`config.mk`:
```
export PLATFORM = sky130hd
export DESIGN_NAME = evt_timer
export DESIGN_NICKNAME = d
export VERILOG_FILES = /design/src/rtl/evt_timer_pkg.sv /design/src/rtl/evt_timer_presc.sv /design/src/rtl/evt_timer_count.sv /design/src/rtl/evt_timer_cmp.sv /design/src/rtl/evt_timer.sv
export SDC_FILE = /design/constraint.sdc
export NUM_CORES = 1
export LEC_CHECK = 0
export BUFFER_PORTS_ARGS = -buffer_cell sky130_fd_sc_hd__buf_2
export CELL_PAD_IN_SITES_DETAIL_PLACEMENT = 1
export CELL_PAD_IN_SITES_GLOBAL_PLACEMENT = 2
export CORE_ASPECT_RATIO = 1.2
export CORE_MARGIN = 2
export CORE_UTILIZATION = 40
export CTS_CLUSTER_SIZE = 8
export DETAILED_ROUTE_END_ITERATION = 7
export PLACE_DENSITY = 0.78
export SLEW_MARGIN = 20
export SYNTH_ARGS = -nofsm -noshare
export SYNTH_HDL_FRONTEND = slang
export SYNTH_SLANG_ARGS = --single-unit
```
`constraint.sdc`:
```
create_clock -name clk -period 5 [get_ports clk]
set_input_delay 0.5 -clock clk [delete_from_list [all_inputs] [get_ports clk]]
set_output_delay 0.5 -clock clk [all_outputs]
set_load 0.05 [all_outputs]
```
`src/rtl/evt_timer_pkg.sv`:
```
package evt_timer_pkg;

   typedef enum logic [1:0] {
      WID_16 = 2'd0,
      WID_8  = 2'd1,
      WID_24 = 2'd2,
      WID_32 = 2'd3
   } width_e;

   localparam int A_GO     = 0;
   localparam int A_HALT   = 1;
   localparam int A_BUMP   = 2;
   localparam int A_ZERO   = 3;
   localparam int A_MODE   = 4;
   localparam int A_WIDTH  = 5;
   localparam int A_PRESC  = 6;
   localparam int A_SHORTS = 7;
   localparam int A_CC0    = 8;

   function automatic logic [31:0] width_mask(width_e w);
      case (w)
         WID_8:   return 32'h0000_00FF;
         WID_24:  return 32'h00FF_FFFF;
         WID_32:  return 32'hFFFF_FFFF;
         default: return 32'h0000_FFFF;
      endcase
   endfunction

endpackage

```
`src/rtl/evt_timer_presc.sv`:
```
module evt_timer_presc #(
   parameter int PRESC_MAX = 9,
   localparam int PW    = (PRESC_MAX > 0) ? $clog2(PRESC_MAX + 1) : 1,
   localparam int DIV_W = (PRESC_MAX > 0) ? PRESC_MAX : 1
) (
   input  logic          clk,
   input  logic          rst_n,
   input  logic          run,
   input  logic          restart,
   input  logic [PW-1:0] presc,
   output logic          tick
);

   generate
      if (PRESC_MAX == 0) begin : g_nodiv
         assign tick = run;
         logic unused_in;
         assign unused_in = clk ^ rst_n ^ restart ^ (^presc);
      end else begin : g_div
         logic [DIV_W-1:0] div_q;
         logic [DIV_W-1:0] sel;

         always_ff @(posedge clk or negedge rst_n) begin
            if (!rst_n)
               div_q <= '0;
            else if (restart)
               div_q <= '0;
            else if (run)
               div_q <= div_q + DIV_W'(1);
         end

         // low p bits all ones on every 2^p-th cycle
         assign sel  = DIV_W'((64'd1 << presc) - 64'd1);
         assign tick = run && ((div_q & sel) == sel);
      end
   endgenerate

endmodule

```
`src/rtl/evt_timer_count.sv`:
```
module evt_timer_count #(
   parameter int CNT_W = 32
) (
   input  logic             clk,
   input  logic             rst_n,
   input  logic             step,
   input  logic             zero,
   input  logic [CNT_W-1:0] wmask,
   output logic [CNT_W-1:0] cnt_q,
   output logic [CNT_W-1:0] cnt_inc
);

   assign cnt_inc = (cnt_q + CNT_W'(1)) & wmask;

   always_ff @(posedge clk or negedge rst_n) begin
      if (!rst_n)
         cnt_q <= '0;
      else if (zero)
         cnt_q <= '0;
      else if (step)
         cnt_q <= cnt_inc;
   end

endmodule

```
`src/rtl/evt_timer_cmp.sv`:
```
module evt_timer_cmp #(
   parameter int CNT_W = 32
) (
   input  logic             clk,
   input  logic             rst_n,
   input  logic             step,
   input  logic [CNT_W-1:0] cnt_inc,
   input  logic [CNT_W-1:0] cc,
   input  logic [CNT_W-1:0] wmask,
   input  logic             evt_clr,
   output logic             hit,
   output logic             evt_q
);

   assign hit = step && (((cnt_inc ^ cc) & wmask) == '0);

   always_ff @(posedge clk or negedge rst_n) begin
      if (!rst_n)
         evt_q <= 1'b0;
      else if (hit)
         evt_q <= 1'b1;
      else if (evt_clr)
         evt_q <= 1'b0;
   end

endmodule

```
`src/rtl/evt_timer.sv`:
```
module evt_timer
   import evt_timer_pkg::*;
#(
   parameter int NUM_CMP   = 4,
   parameter int CNT_W     = 32,
   parameter int PRESC_MAX = 9,
   parameter int ADDR_W    = 5
) (
   input  logic               clk,
   input  logic               rst_n,
   input  logic               bus_wr,
   input  logic [ADDR_W-1:0]  bus_addr,
   input  logic [31:0]        bus_wdata,
   output logic [31:0]        bus_rdata,
   output logic [NUM_CMP-1:0] cmp_evt
);

   localparam int PW       = (PRESC_MAX > 0) ? $clog2(PRESC_MAX + 1) : 1;
   localparam int EVT_BASE = A_CC0 + NUM_CMP;
   localparam int CNT_ADDR = EVT_BASE + NUM_CMP;
   localparam int SH_W     = 2 * NUM_CMP;

   generate
      if (CNT_W < 8 || CNT_W > 32) begin : g_bad_cnt
         $error("evt_timer: CNT_W must lie in 8..32");
      end
      if (NUM_CMP < 1 || SH_W > 32) begin : g_bad_cmp
         $error("evt_timer: NUM_CMP must lie in 1..16");
      end
      if ((1 << ADDR_W) <= CNT_ADDR) begin : g_bad_addr
         $error("evt_timer: ADDR_W too small for the register map");
      end
      if (PRESC_MAX < 0 || PRESC_MAX > 31) begin : g_bad_presc
         $error("evt_timer: PRESC_MAX must lie in 0..31");
      end
   endgenerate

   // command decode
   function automatic logic cmd(input int a);
      return bus_wr && (bus_addr == ADDR_W'(a)) && bus_wdata[0];
   endfunction

   function automatic logic cfg(input int a);
      return bus_wr && (bus_addr == ADDR_W'(a));
   endfunction

   logic go_t, halt_t, bump_t, zero_t;
   assign go_t   = cmd(A_GO);
   assign halt_t = cmd(A_HALT);
   assign bump_t = cmd(A_BUMP);
   assign zero_t = cmd(A_ZERO);

   // configuration state
   logic             run_q;
   logic             mode_q;
   width_e           wid_q;
   logic [PW-1:0]    presc_q;
   logic [SH_W-1:0]  shorts_q;
   logic [CNT_W-1:0] cc_q [NUM_CMP];

   always_ff @(posedge clk or negedge rst_n) begin
      if (!rst_n) begin
         mode_q   <= 1'b0;
         wid_q    <= WID_16;
         presc_q  <= '0;
         shorts_q <= '0;
      end else begin
         if (cfg(A_MODE))   mode_q   <= bus_wdata[0];
         if (cfg(A_WIDTH))  wid_q    <= width_e'(bus_wdata[1:0]);
         if (cfg(A_SHORTS)) shorts_q <= bus_wdata[SH_W-1:0];
         if (cfg(A_PRESC))
            presc_q <= (bus_wdata > 32'(PRESC_MAX)) ? PW'(PRESC_MAX)
                                                    : bus_wdata[PW-1:0];
      end
   end

   genvar gi;
   generate
      for (gi = 0; gi < NUM_CMP; gi++) begin : g_ccreg
         always_ff @(posedge clk or negedge rst_n) begin
            if (!rst_n)
               cc_q[gi] <= '0;
            else if (cfg(A_CC0 + gi))
               cc_q[gi] <= bus_wdata[CNT_W-1:0];
         end
      end
   endgenerate

   // active width mask
   logic [31:0]      wmask32;
   logic [CNT_W-1:0] wmask;
   assign wmask32 = width_mask(wid_q);
   assign wmask   = wmask32[CNT_W-1:0];

   // advance source
   logic tick, step;
   evt_timer_presc #(.PRESC_MAX(PRESC_MAX)) u_presc (
      .clk     (clk),
      .rst_n   (rst_n),
      .run     (run_q && !mode_q),
      .restart (go_t),
      .presc   (presc_q),
      .tick    (tick)
   );
   assign step = mode_q ? (run_q && bump_t) : tick;

   // counter
   logic [CNT_W-1:0]   cnt_q, cnt_inc;
   logic [NUM_CMP-1:0] hits;
   logic               short_zero, short_halt;

   assign short_zero = |(hits & shorts_q[NUM_CMP-1:0]);
   assign short_halt = |(hits & shorts_q[SH_W-1:NUM_CMP]);

   evt_timer_count #(.CNT_W(CNT_W)) u_count (
      .clk     (clk),
      .rst_n   (rst_n),
      .step    (step),
      .zero    (zero_t || short_zero),
      .wmask   (wmask),
      .cnt_q   (cnt_q),
      .cnt_inc (cnt_inc)
   );

   always_ff @(posedge clk or negedge rst_n) begin
      if (!rst_n)
         run_q <= 1'b0;
      else if (halt_t || short_halt)
         run_q <= 1'b0;
      else if (go_t)
         run_q <= 1'b1;
   end

   // compare channels
   generate
      for (gi = 0; gi < NUM_CMP; gi++) begin : g_cmp
         evt_timer_cmp #(.CNT_W(CNT_W)) u_cmp (
            .clk     (clk),
            .rst_n   (rst_n),
            .step    (step),
            .cnt_inc (cnt_inc),
            .cc      (cc_q[gi]),
            .wmask   (wmask),
            .evt_clr (cfg(EVT_BASE + gi) && (bus_wdata == 32'd0)),
            .hit     (hits[gi]),
            .evt_q   (cmp_evt[gi])
         );
      end
   endgenerate

   // read mux
   always_comb begin
      bus_rdata = 32'd0;
      if (bus_addr == ADDR_W'(A_MODE))   bus_rdata = 32'(mode_q);
      if (bus_addr == ADDR_W'(A_WIDTH))  bus_rdata = 32'(wid_q);
      if (bus_addr == ADDR_W'(A_PRESC))  bus_rdata = 32'(presc_q);
      if (bus_addr == ADDR_W'(A_SHORTS)) bus_rdata = 32'(shorts_q);
      if (bus_addr == ADDR_W'(CNT_ADDR)) bus_rdata = 32'(cnt_q & wmask);
      for (int i = 0; i < NUM_CMP; i++) begin
         if (bus_addr == ADDR_W'(A_CC0 + i))    bus_rdata = 32'(cc_q[i]);
         if (bus_addr == ADDR_W'(EVT_BASE + i)) bus_rdata = 32'(cmp_evt[i]);
      end
   end

endmodule

```
Word-level counts from Yosys, hierarchy flattened
Cells that the tools add are included.
W data, S select, Z words.
{ "word_totals": {"regBits": 189, "latchBits": 0, "ramBits": 0, "mem_bits_ro": 0, "output_inout_bits": 36, "n_memories": 0} }
{ "op_classes": {"add_sub_neg": 3, "mul": 0, "div": 0, "n_lt_le_gt_ge": 1, "n_eq_ne": 20, "n_shift": 1, "n_mux": 30, "n_bitwise": 13, "n_reduce_logical": 49} }
{ "ops": {"columns": ["cell", "n"], "rows": [
  ["$mux W32", 14],
  ["$and A32 B32 Y32", 6],
  ["$logic_not A32 Y1", 5],
  ["$xor A32 B32 Y32", 4],
  ["$pmux W32 S3", 1],
  ["$eq A5 B4 Y1 const B", 8],
  ["$add A32 B1 Y32 const B", 1],
  ["$gt A32 B4 Y1 const B", 1],
  ["$logic_and A1 B1 Y1", 31],
  ["$eq A5 B3 Y1 const B", 4],
  ["$mux W9", 2],
  ["$reduce_bool A2 Y1", 7],
  ["$mux W1", 12],
  ["$eq A5 B2 Y1 const B", 2],
  ["$add A9 B1 Y9 const B", 1],
  ["$and A9 B9 Y9", 1],
  ["$eq A9 B9 Y1", 1],
  ["$shl A1 B4 Y9 const A", 1],
  ["$sub A9 B1 Y9 const B", 1],
  ["$and A4 B4 Y4", 2],
  ["$reduce_or A4 Y1", 2],
  ["$eq A5 B1 Y1 const B", 1],
  ["$eq A5 B5 Y1 const B", 1],
  ["$logic_not A5 Y1", 1],
  ["other kinds (5)", 7]
]} }

Logic depth before layout (Yosys ltp)
{ "logic_depth": {"word_depth": 14, "mapped_depth": 16, "mapped_depth_nobuf": 13} }

Hierarchy
Synthesis repeated with hierarchy kept, for this count alone.
{ "unflattened": {"hier_cells": 1204, "hier_area_um2": 12169.2} }
{ "by_module_without_submodules": {"columns": ["mod", "instances", "cells_per_inst", "area_per_inst_um2", "seq_area_each_um2"], "rows": [
  ["evt_timer", 1, 550, 6816.5, 3603.5],
  ["evt_timer_count", 1, 349, 2703.8, 800.8],
  ["evt_timer_cmp", 4, 57, 480.5, 25.0],
  ["evt_timer_presc", 1, 77, 726.9, 225.2]
]} }

Worst setup path before layout
No wires, ideal clock.
{ "synth_path": {"path_type": "register to register", "start": "reg presc_q[3]", "end": "reg u_count.cnt_q[9]", "arrival_ps": 3482, "path_slack_ps": 1380, "stages_incl_launch_ff": 17, "path_buffers": 3, "period_less_slack_ps": 3620, "path_cell_list": "dfrtp_1 clkbuf_1 nor2_1 nand2_1 ha_1 clkbuf_1 nor3_1 a21oi_1 nor3_1 a2111oi_0 a31oi_1 or4_1 a221o_1 a211oi_1 a221o_2 buf_6 nor3b_2"} }
{ "synth_between": {"elab_chain_cells": 11, "word_cells_on_any_way": 15, "cone_classes": "1 x add/sub; 1 x eq/ne; 1 x shift; 2 x mux; 2 x bitwise; 8 x reduce/logical"} }
{ "synth_rtl": {"columns": ["item", "line_no", "text"], "rows": [
  ["start: declaration", "evt_timer.sv:57", "logic [PW-1:0] presc_q;"],
  ["start signal: assignment", "evt_timer.sv:72", "presc_q <= (bus_wdata > 32'(PRESC_MAX)) ? PW'(PRESC_MAX)"],
  ["$shl A1 B4 Y9 *", "evt_timer_presc.sv:33", "assign sel = DIV_W'((64'd1 << presc) - 64'd1);"],
  ["$sub A9 B1 Y9 *", "evt_timer_presc.sv:33", null],
  ["$and A9 B9 Y9", "evt_timer_presc.sv:34", "assign tick = run && ((div_q & sel) == sel);"],
  ["$eq A9 B9 Y1 *", "evt_timer_presc.sv:34", null],
  ["$logic_and A1 B1 Y1 *", "evt_timer_presc.sv:34", null],
  ["$mux W1 *", "evt_timer.sv:105", "assign step = mode_q ? (run_q && bump_t) : tick;"],
  ["$logic_and A1 B1 Y1", "evt_timer_cmp.sv:15", "assign hit = step && (((cnt_inc ^ cc) & wmask) == '0);"],
  ["$and A4 B4 Y4", "evt_timer.sv:112", "assign short_zero = |(hits & shorts_q[NUM_CMP-1:0]);"],
  ["$reduce_or A4 Y1", "evt_timer.sv:112", null],
  ["$logic_or A1 B1 Y1", "evt_timer.sv:119", ".zero (zero_t || short_zero),"],
  ["$mux W32 / $reduce_bool A2 Y1 (equally long branches)", null, null],
  ["end signal: assignment", "evt_timer_count.sv:21", "cnt_q <= cnt_inc;"],
  ["end: declaration", "evt_timer_count.sv:9", "output logic [CNT_W-1:0] cnt_q,"]
]} }
Every way passes the cells marked *; elsewhere a longest branch is shown, timed or not.
A chain may end at the register's enable or synchronous reset.

Worst setup path after layout
{ "layout_path": {"start": "reg u_count.cnt_q[6]", "end": "reg u_count.cnt_q[5]"} }
{ "layout_between": {"elab_chain_cells": 10, "word_cells_on_any_way": 23, "cone_classes": "1 x add/sub; 1 x mux; 10 x bitwise; 11 x reduce/logical"} }
{ "layout_rtl": {"columns": ["item", "line_no", "text"], "rows": [
  ["$add A32 B1 Y32 *", "evt_timer_count.sv:13", "assign cnt_inc = (cnt_q + CNT_W'(1)) & wmask;"],
  ["$and A32 B32 Y32 *", "evt_timer_count.sv:13", null],
  ["$xor A32 B32 Y32", "evt_timer_cmp.sv:15", null],
  ["$and A32 B32 Y32", "evt_timer_cmp.sv:15", null],
  ["$logic_not A32 Y1", "evt_timer_cmp.sv:15", null],
  ["$logic_and A1 B1 Y1", "evt_timer_cmp.sv:15", null],
  ["$and A4 B4 Y4 *", "evt_timer.sv:112", null],
  ["$reduce_or A4 Y1 *", "evt_timer.sv:112", null],
  ["$logic_or A1 B1 Y1 *", "evt_timer.sv:119", null],
  ["$mux W32 / $reduce_bool A2 Y1 (equally long branches)", null, null]
]} }
Marks and branches as above.

==> flow_summary.rst <==
.. list-table::
   :header-rows: 1

   * - Metric
     - Value
   * - Commonest cells in the netlist
     - sky130_fd_sc_hd__dfrtp_1, sky130_fd_sc_hd__mux2_2, sky130_fd_sc_hd__nor2_1, sky130_fd_sc_hd__nand2_1, sky130_fd_sc_hd__o21ai_0
   * - IO Port Bufs
     - 75
   * - EDFF count, synth
     - 0
   * - FF+latch count, synth
     - 189
   * - Logic depth of the worst setup path including buffers
     - 11
   * - Full die area
     - 33000 µm²
   * - Buf+Inv Stages, Crit Path
     - 1
   * - Share of the synthesized area in the top cell type
     - 37.5%
   * - Area leader, netlist
     - sky130_fd_sc_hd__dfrtp_1
   * - Count of synthesis-stage warnings from yosys
     - 0
   * - Total track usage
     - 27.5%
   * - Final core utilization
     - 44.9%
   * - Fraction of the yosys area taken by sequential cells
     - 37.5%
   * - Share of async-settable or async-resettable flops after synthesis
     - 100%
   * - Synthesized instance count
     - 1304
   * - Placed cells
     - 1725
   * - Most common flop cell mapped by yosys
     - sky130_fd_sc_hd__dfrtp_1
   * - Post-synth cell types
     - 74
   * - Clock tree from TritonCTS
     - built
   * - Share of cells above drive strength 1
     - 27.2%
   * - Count of instances resized after the clock tree is built
     - 0
   * - Post-synthesis to final-layout area growth
     - 11.0%
   * - Minimum clock period after layout
     - 4570 ps
   * - Clock skew after layout
     - 7.16 ps
   * - Setup CP Type
     - flop to flop
   * - Root cell of the clock tree
     - sky130_fd_sc_hd__clkbuf_16
   * - Largest cells by area after synthesis
     - sky130_fd_sc_hd__dfrtp_1, sky130_fd_sc_hd__mux2_2, sky130_fd_sc_hd__xnor2_1
   * - # rows
     - 71
   * - Largest delay contributor family on the critical path
     - simple AND/OR/NAND/NOR gates
   * - Standard cell core area
     - 31200 µm²
   * - Required @ worst endpoint
     - 5330 ps
   * - R2R cell count
     - 11
   * - RePlAce Congestion
     - 0.891
   * - Maximum VDD drop
     - 0.000175 V
   * - Vias per Instance
     - 6.10
   * - Worst endpoint data arrival time
     - 4900 ps
   * - Slew margin rel.
     - 34.7%
   * - Overflow left after global routing
     - 0
   * - Total power density per cell area
     - 345 nW/µm²
   * - Count of H-tree levels built during CTS
     - 4
   * - Number of global-route vias before repair
     - 11100
   * - Hpwl dp
     - 32.6 mm
   * - Synthesized netlist net count
     - 1347
   * - Fmax achieved
     - 219 MHz
   * - Max_cap viols
     - 0
   * - Number of search-and-repair iterations in the first detailed-routing pass
     - 5
   * - Floorplan die width
     - 166 µm
   * - Library cell with the highest instance count after synthesis
     - sky130_fd_sc_hd__dfrtp_1
   * - Wire length of the first global-routing pass
     - 69.1 mm
   * - Number of cells in the finished layout apart from fillers
     - 1756
   * - Later-pin clock latency in the skew report
     - 450 ps
   * - Cell Area, Synth
     - 12600 µm²
   * - Longest individual stage delay on the worst path
     - 690 ps
   * - Cts hold-fix bufs
     - 0
   * - Initial Util
     - 40.5%
   * - Clock-pin slew on the worst setup and hold paths
     - 80 ps
   * - Slowest cell on crit path
     - sky130_fd_sc_hd__nor4_1
   * - Top-level port count
     - 76
   * - Category of the worst setup path launch point
     - flop
   * - Aggregate routed wire length
     - 44.9 mm
   * - Height of the die
     - 199 µm
   * - Setup violation total in the final timing report
     - 0
   * - Residual DRC
     - 0
   * - Critical Path, Cell by Cell
     - and3_1, nand2_1, o31a_1, o21ai_0, o22ai_1, or3_1, nor4_1, nor2_1, o41ai_4, buf_4, nor3_2
   * - Antenna violations before repair
     - 0
   * - Number of diodes added for antenna fixing
     - 0
   * - Largest buffer count on any clock path
     - 2
   * - Worst min-delay path class
     - input port to asynchronous set/reset pin
   * - Type of element capturing the critical path
     - flop
   * - Overall via count from detail_route
     - 10700
   * - Static power due to leakage
     - 5.93 nW
   * - Clock Sinks
     - 189
   * - Synthesized area per cell
     - 9.68 µm²
   * - RSZ-0062 raised after global routing
     - false
   * - Filler Cells Inserted
     - 3532
   * - Outcome
     - finished, final reports clean
   * - Post-CTS Setup Inserts
     - 0
   * - Average detailed-routed wire length per instance
     - 25.5 µm
   * - Detailed Route Iter0 Violations
     - 782
   * - Tightest Pin Transition
     - 978 ps
   * - Final cycle utilization of the critical path
     - 91.4%
   * - # nets final
     - 1386
   * - Largest driver fanout on the critical path
     - 22
   * - Residual antenna-violating net count after detailed routing
     - 0
   * - Setup TNS
     - 0 ps
   * - Maximum number of pins on one net before global-route repair
     - 102
   * - Final hold violation count
     - 0
   * - Total CTS buffers
     - 17
   * - Count of final max-slew check failures
     - 0
==> final timing paths <==
kind                                           endpoint                          from  slack (ps)
max                        u_count.cnt_q[5]$_DFFE_PN0P_  u_count.cnt_q[6]$_DFFE_PN0P_         430
min reg2reg                       cc_q[119]$_DFFE_PN0P_         cc_q[119]$_DFFE_PN0P_         520
min in group clk                  cc_q[105]$_DFFE_PN0P_                  bus_wdata[9]         340
min                                cc_q[20]$_DFFE_PN0P_                         rst_n         160
max in group asynchronous         cc_q[115]$_DFFE_PN0P_                         rst_n        3670
max reg2reg                u_count.cnt_q[5]$_DFFE_PN0P_  u_count.cnt_q[6]$_DFFE_PN0P_         430
==> final cells by class <==
class | count | area [µm²] | area share [%]
clock buffer | 17 | 425 | 3.04
timing repair buffer | 117 | 699 | 4.99
tap | 401 | 502 | 3.58
multi-input combinational | 1003 | 7430 | 53.1
inverter | 15 | 56.3 | 0.402
sequential | 189 | 4730 | 33.8
clock inverter | 14 | 159 | 1.13
==> routing by layer <==
metal | up-vias | wire (µm) | global-route usage (%)
met2 | 245 | 22700 | 48.9
met4 | 0 | 1300 | 9.50
met5 | - | 0 | 0
li1 | 4879 | - | -
met3 | 62 | 1500 | 3.24
met1 | 5518 | 19400 | 34.6
==> per-stage QoR <==
step | setup WS [ps] | hold WS (ps) | total power [mW] | area (µm²)
detailed placement | 509 | 501 | 3.46 | 13400
global route | 106 | 221 | 5.09 | 14000
CTS | 451 | 207 | 4.87 | 14000
global placement | 536 | 491 | 3.41 | 13400
finish | 431 | 159 | 4.84 | 14000
floorplan | 1380 | 204 | 2.99 | 12600
==> state kept, by name (all words and copies together) (netlist names) <==
| signal | flops |
|---|---|
| run_q | 1 |
| presc_q | 4 |
| shorts_q | 8 |
| g_cmp.u_cmp.evt_q | 4 |
| u_presc.g_div.div_q | 9 |
| cc_q | 128 |
| mode_q | 1 |
| u_count.cnt_q | 32 |
| wid_q | 2 |
==> power by group <==
part | leakage, nW | switching [mW] | total (mW) | internal [mW]
clock | 0.275 | 0.658 | 1.40 | 0.745
combinational | 3.21 | 0.696 | 1.28 | 0.583
sequential | 2.44 | 0.350 | 2.16 | 1.81
total | 5.93 | 1.70 | 4.84 | 3.13
==> placed cells by master (no fill, tap or decap), drive strengths merged, types with 7 or more instances in the layout <==
master / n
nand2: 75
nor2b: 11
a21o: 7
inv: 21
dfrtp: 189
and2: 9
nand2b: 14
a31oi: 8
or4: 9
o31a: 7
a21oi: 47
a211oi: 13
nor4: 26
o31ai: 7
xnor2: 69
mux2: 163
nand3: 29
a2111oi: 7
nor3: 74
and3: 16
and4: 9
nand4: 20
mux2i: 17
xor2: 59
clkbuf: 18
buf: 116
a22oi: 34
or3: 7
o22ai: 17
nor2: 90
o21ai: 78
==> kinds of logic (layout without fill, tap and decap cells) <==
group	after synthesis	count (layout)	synth area share [%]
flops	189	189	37.5
compound gates	276	276	14.9
simple gates	415	415	18.4
fa+ha+maj	3	3	0.297
xor+xnor	129	129	9.06
mux	180	180	15.9
buf+inv	112	163	3.96
(Power assumes the default switching activity.)
